<file path="src/rtl/gpio_xpdr_i2c.sv">
module gpio_xpdr_i2c #(
  parameter logic [5:0] DEV_ADDR_HI = 6'b010000
) (
  input  logic        clk,
  input  logic        rst_n,
  input  logic        scl_i,
  input  logic        sda_i,
  output logic        sda_oe_o,
  input  logic        strap_i,
  input  logic [7:0]  pin_i,
  input  logic [7:0]  irq_status_i,
  output logic [7:0]  pad_oe_o,
  output logic [7:0]  pad_out_o,
  output logic [15:0] pad_drive_o,
  output logic        pad_od_o,
  output logic [7:0]  pad_pull_en_o,
  output logic [7:0]  pad_pull_up_o,
  output logic [7:0]  latch_en_o,
  output logic [7:0]  irq_mask_o,
  output logic        int_clr_o
);

  typedef enum logic [2:0] {S_IDLE, S_RX, S_RXACK, S_TX, S_TXACK} st_t;
  typedef enum logic [1:0] {K_ADDR, K_CMD, K_DATA} kind_t;

  st_t         st;
  kind_t       kind;
  logic        scl_d, sda_d;
  logic [3:0]  bitcnt;
  logic [7:0]  sh, tx, ptr;
  logic        rw, nack, sda_oe, int_clr;

  logic [7:0]  r_dir, r_out, r_pol, r_latch, r_pen, r_psel, r_mask;
  logic [15:0] r_drv;
  logic        r_od;
  logic [7:0]  rd_val;

  wire scl_rise = scl_i & ~scl_d;
  wire scl_fall = ~scl_i & scl_d;
  wire start_c  = scl_i & scl_d & sda_d & ~sda_i;
  wire stop_c   = scl_i & scl_d & ~sda_d & sda_i;
  wire byte_end = (st == S_RX) && scl_fall && (bitcnt == 4'd8) && !start_c && !stop_c;
  wire wr_fire  = byte_end && (kind == K_DATA);

  always_comb begin
    case (ptr)
      8'h00:   rd_val = pin_i ^ r_pol;
      8'h01:   rd_val = r_out;
      8'h02:   rd_val = r_pol;
      8'h03:   rd_val = r_dir;
      8'h40:   rd_val = r_drv[7:0];
      8'h41:   rd_val = r_drv[15:8];
      8'h42:   rd_val = r_latch;
      8'h43:   rd_val = r_pen;
      8'h44:   rd_val = r_psel;
      8'h45:   rd_val = r_mask;
      8'h46:   rd_val = irq_status_i;
      8'h4F:   rd_val = {7'b0, r_od};
      default: rd_val = 8'h00;
    endcase
  end

  always_ff @(posedge clk or negedge rst_n) begin
    if (!rst_n) begin
      scl_d   <= 1'b1;
      sda_d   <= 1'b1;
      st      <= S_IDLE;
      kind    <= K_ADDR;
      bitcnt  <= '0;
      sh      <= '0;
      tx      <= '0;
      ptr     <= '0;
      rw      <= 1'b0;
      nack    <= 1'b0;
      sda_oe  <= 1'b0;
      int_clr <= 1'b0;
    end else begin
      scl_d   <= scl_i;
      sda_d   <= sda_i;
      int_clr <= 1'b0;
      if (stop_c) begin
        st     <= S_IDLE;
        sda_oe <= 1'b0;
      end else if (start_c) begin
        st     <= S_RX;
        kind   <= K_ADDR;
        bitcnt <= '0;
        sda_oe <= 1'b0;
      end else begin
        case (st)
          S_RX: begin
            if (scl_rise && bitcnt != 4'd8) begin
              sh     <= {sh[6:0], sda_i};
              bitcnt <= bitcnt + 4'd1;
            end else if (byte_end) begin
              case (kind)
                K_ADDR: begin
                  if (sh[7:1] == {DEV_ADDR_HI, strap_i}) begin
                    rw     <= sh[0];
                    st     <= S_RXACK;
                    sda_oe <= 1'b1;
                  end else begin
                    st <= S_IDLE;
                  end
                end
                K_CMD: begin
                  ptr    <= sh;
                  st     <= S_RXACK;
                  sda_oe <= 1'b1;
                end
                default: begin
                  st     <= S_RXACK;
                  sda_oe <= 1'b1;
                end
              endcase
            end
          end
          S_RXACK: begin
            if (scl_fall) begin
              bitcnt <= '0;
              if (kind == K_ADDR && rw) begin
                tx     <= rd_val;
                sda_oe <= ~rd_val[7];
                st     <= S_TX;
              end else begin
                sda_oe <= 1'b0;
                st     <= S_RX;
                kind   <= (kind == K_ADDR) ? K_CMD : K_DATA;
              end
            end
          end
          S_TX: begin
            if (scl_fall) begin
              if (bitcnt == 4'd7) begin
                sda_oe <= 1'b0;
                st     <= S_TXACK;
              end else begin
                tx     <= {tx[6:0], 1'b0};
                sda_oe <= ~tx[6];
                bitcnt <= bitcnt + 4'd1;
              end
            end
          end
          S_TXACK: begin
            if (scl_rise) begin
              nack    <= sda_i;
              int_clr <= (ptr == 8'h00);
            end else if (scl_fall) begin
              if (nack) begin
                st <= S_IDLE;
              end else begin
                tx     <= rd_val;
                sda_oe <= ~rd_val[7];
                bitcnt <= '0;
                st     <= S_TX;
              end
            end
          end
          default: ;
        endcase
      end
    end
  end

  always_ff @(posedge clk or negedge rst_n) begin
    if (!rst_n) begin
      r_dir   <= 8'hFF;
      r_out   <= 8'hFF;
      r_pol   <= 8'h00;
      r_drv   <= 16'hFFFF;
      r_latch <= 8'h00;
      r_pen   <= 8'h00;
      r_psel  <= 8'hFF;
      r_mask  <= 8'hFF;
      r_od    <= 1'b0;
    end else if (wr_fire) begin
      case (ptr)
        8'h01:   r_out        <= sh;
        8'h02:   r_pol        <= sh;
        8'h03:   r_dir        <= sh;
        8'h40:   r_drv[7:0]   <= sh;
        8'h41:   r_drv[15:8]  <= sh;
        8'h42:   r_latch      <= sh;
        8'h43:   r_pen        <= sh;
        8'h44:   r_psel       <= sh;
        8'h45:   r_mask       <= sh;
        8'h4F:   r_od         <= sh[0];
        default: ;
      endcase
    end
  end

  assign sda_oe_o      = sda_oe;
  assign int_clr_o     = int_clr;
  assign pad_oe_o      = ~r_dir;
  assign pad_out_o     = r_out;
  assign pad_drive_o   = r_drv;
  assign pad_od_o      = r_od;
  assign pad_pull_en_o = r_od ? 8'h00 : r_pen;
  assign pad_pull_up_o = r_psel;
  assign latch_en_o    = r_latch;
  assign irq_mask_o    = r_mask;

endmodule

</file>
<file path="config.mk">
export PLATFORM = sky130hd
export DESIGN_NAME = gpio_xpdr_i2c
export DESIGN_NICKNAME = d
export VERILOG_FILES = /design/src/rtl/gpio_xpdr_i2c.sv
export SDC_FILE = /design/constraint.sdc
export NUM_CORES = 1
export LEC_CHECK = 0
export ABC_AREA = 0
export BUFFER_PORTS_ARGS = -buffer_cell sky130_fd_sc_hd__buf_2
export CORE_MARGIN = 10
export CORE_UTILIZATION = 52
export CTS_BUF_LIST = sky130_fd_sc_hd__clkbuf_8 sky130_fd_sc_hd__clkbuf_16
export DETAILED_ROUTE_END_ITERATION = 12
export PLACE_DENSITY = 0.82
export SYNTH_ARGS = -nofsm -noshare
export SYNTH_HDL_FRONTEND = slang
export SYNTH_SLANG_ARGS = --single-unit
</file>
<file path="constraint.sdc">
create_clock -name clk -period 2.5 [get_ports clk]
set_input_delay 0.5 -clock clk [delete_from_list [all_inputs] [get_ports clk]]
set_output_delay 0.5 -clock clk [all_outputs]
set_load 0.05 [all_outputs]
</file>
==> impl_metrics.tcl <==
set metrics [dict create \
    outcome "completed" \
    die_y_um 127 \
    path_buf_inv 1 \
    ys_warn_count 0 \
    reg2reg_setup_slack_ns 0.11 \
    cts_tree "built" \
    htreeDepth 3 \
    areaGrowthSynthToFinish_pct 18.8 \
    crit_fanout 9 \
    grt_pass1_wl_um 28500 \
    tns_ns 0 \
    final_cell_mix "99 x mux2_2, 86 x buf_2, 61 x dfrtp_1" \
    antenna_cells 0 \
    gp_congestion 0.940 \
    drc 0 \
    crit_path_end_kind "flip-flop" \
    grt_use_total_pct 22.3 \
    slew_viol_final 0 \
    cpMaxStageDelayCell "dfstp_2" \
    leakage_nw 3.27 \
    antenna_left 0 \
    nets 645 \
    fin_area_um2 7100 \
    fin_crit_ns 2.39 \
    ys.flop_type "dfrtp_1" \
    start_kind "flip-flop" \
    fillCellCount 906 \
    vdd_ir_drop_max_mv 0.763 \
    clock_latency_ns 0.37 \
    num_rows 39 \
    worstPathArrival_ns 2.68 \
    path_depth 6 \
    setup_viol_count_final 0 \
    holdWs_ns 0.0624 \
    synth_cell_types 70 \
    clock_sink_count 111 \
    final_common_cell "mux2_2" \
    first_pass_iters 5 \
    ctsResizeCount 0 \
    clock_skew_ns 0.00900 \
    start_util_pct 52.8 \
    postCtsSetupRepairBufs 0 \
    hold_viol_final 0 \
    holdBufCountCts 0 \
    wl_um 18200 \
    ys_ff_latch 111 \
    crit_chain "nor2b_1 -> nand4_1 -> nor3_4 -> buf_4 -> and3_1 -> mux2_2" \
    critical_path_class "reg -> reg" \
    vias 4792 \
    synthCells 519 \
    fin_util_pct 62.7 \
    antenna_found_initial 0 \
    cts_root_buf "clkbuf_16" \
    grt_max_degree 43 \
    maxSlewHeadroom_pct 58.1 \
    largest_reg_flops 16 \
    fp.dieW_um 127 \
    grt_pass1_vias 4879 \
    rsz0062_at_grt "no" \
    synth.avg_cell_area_um2 11.5 \
    io_buffers 87 \
    ys_seq_area_share_pct 47.5 \
    maxCapViolations 0 \
    cts_buffers 9 \
    clk_path_buf_depth 2 \
    hold_path.class "in -> async" \
    core-area_um2 11300 \
    synth_area_um2 5970 \
    ys_async_sr_fraction_pct 100 \
    path_delay_family "simple AND/OR/NAND/NOR gates" \
    ioPinCount 88 \
    viasPerCell 6.22 \
    cts.clk_slew.worst_paths_ns 0.07 \
    r2r_cells 6 \
    required_ns 2.79 \
    synthesis.nets 542 \
    first_iter_violations 411 \
    max_freq_ghz 0.419 \
    tightest_slew_ns 0.622 \
    synth_edf_count 0 \
    hpwlAfterDp_um 13400 \
    slowest_delay_ns 0.57 \
    drive_above_1_share_pct 49.8 \
    period_share_pct 95.6 \
    p_per_area_nw_per_um2 720 \
    post_dp_cell_area_um2 6760 \
    dieArea_um2 16200 \
    gr-total-overflow 0 \
    post_drt_wl_per_cell_um 23.6 \
]
==> final cells by class <==
class / instances / area (um^2) / share of cell area, %
inverters: 16 / 60.1 / 0.846
well taps: 143 / 179 / 2.52
clock inverters: 7 / 110 / 1.55
multi-input cells: 358 / 2940 / 41.4
repair buffers: 126 / 743 / 10.5
clock buffers: 9 / 225 / 3.17
flip-flops and latches: 111 / 2840 / 40.0
==> where the power goes <==
group          switching, mW  leakage [nW]  internal [mW]  total (mW)
clock                  0.731         0.162          0.904        1.63
sequential             0.245          1.34           1.95        2.19
combinational          0.743          1.77          0.537        1.28
total                   1.72          3.27           3.39        5.11
==> cell usage after synthesis (all sizes together), types with 3 or more instances <==
cell type,count,area [um^2]
mux2,99,1110
dfrtp,61,1530
dfstp,50,1310
nand2,30,113
clkbuf,20,75.1
nand3,19,105
nor2,18,67.6
mux2i,17,170
inv,16,60.1
nor2b,15,93.8
buf,14,67.6
o21ai,12,60.1
nand4,10,87.6
a21oi,8,40.0
nand3b,8,60.1
a32o,7,70.1
and2,6,37.5
nor3,6,46.3
nor3b,6,61.3
o22ai,6,37.5
xnor2,6,52.6
a31oi,5,31.3
nand2b,5,31.3
nor4,5,37.5
o211ai,5,37.5
a22oi,4,30.0
xor2,4,35.0
a211oi,3,22.5
a22o,3,26.3
and3,3,18.8
nor4b,3,26.3
o21bai,3,22.5
o221ai,3,26.3
or2,3,18.8
==> per-stage QoR <==
step	std cells	worst slack, ns	power (mW)
2_1_floorplan	519	0.202	3.01
3_3_place_gp	754	0.0978	3.44
3_5_place_dp	754	0.00652	3.48
4_1_cts	770	0.0416	5.12
5_1_grt	770	0.0560	5.33
6_report	770	0.111	5.11
==> layer usage <==
metal	GRT usage, %	wire length, um	vias up	part of all wire, %
met3	6.37	1330	31	7.3
met2	34.6	8440	216	46
met4	7.84	484	0	2.7
li1	-	-	2129	-
met5	0	0	-	0
met1	29.2	7900	2416	44
==> worst paths after layout <==
check | start | endpoint
setup / recovery | scl_d$_DFF_PN1_ | irq_mask_o[1]$_DFFE_PN1P_
hold / removal | rst_n | bitcnt[0]$_DFFE_PN0P_
setup reg to reg | scl_d$_DFF_PN1_ | irq_mask_o[1]$_DFFE_PN1P_
hold reg to reg | rw$_DFFE_PN0P_ | kind[0]$_DFFE_PN0P_
max in group asynchronous | rst_n | irq_mask_o[1]$_DFFE_PN1P_
min in group clk | scl_i | scl_d$_DFF_PN1_
==> kinds of logic after synthesis <==
family / after synthesis / share of synthesized area (%)
multiplexers: 118 / 22.3
AND/OR/NAND/NOR: 147 / 14.9
AO/OA/AOI/OAI: 81 / 10.0
buffers and inverters: 50 / 3.39
XOR/XNOR: 10 / 1.47
adder cells (fa/ha/maj): 2 / 0.419
flip-flops: 111 / 47.5
Power figures use the tool's default switching activity.
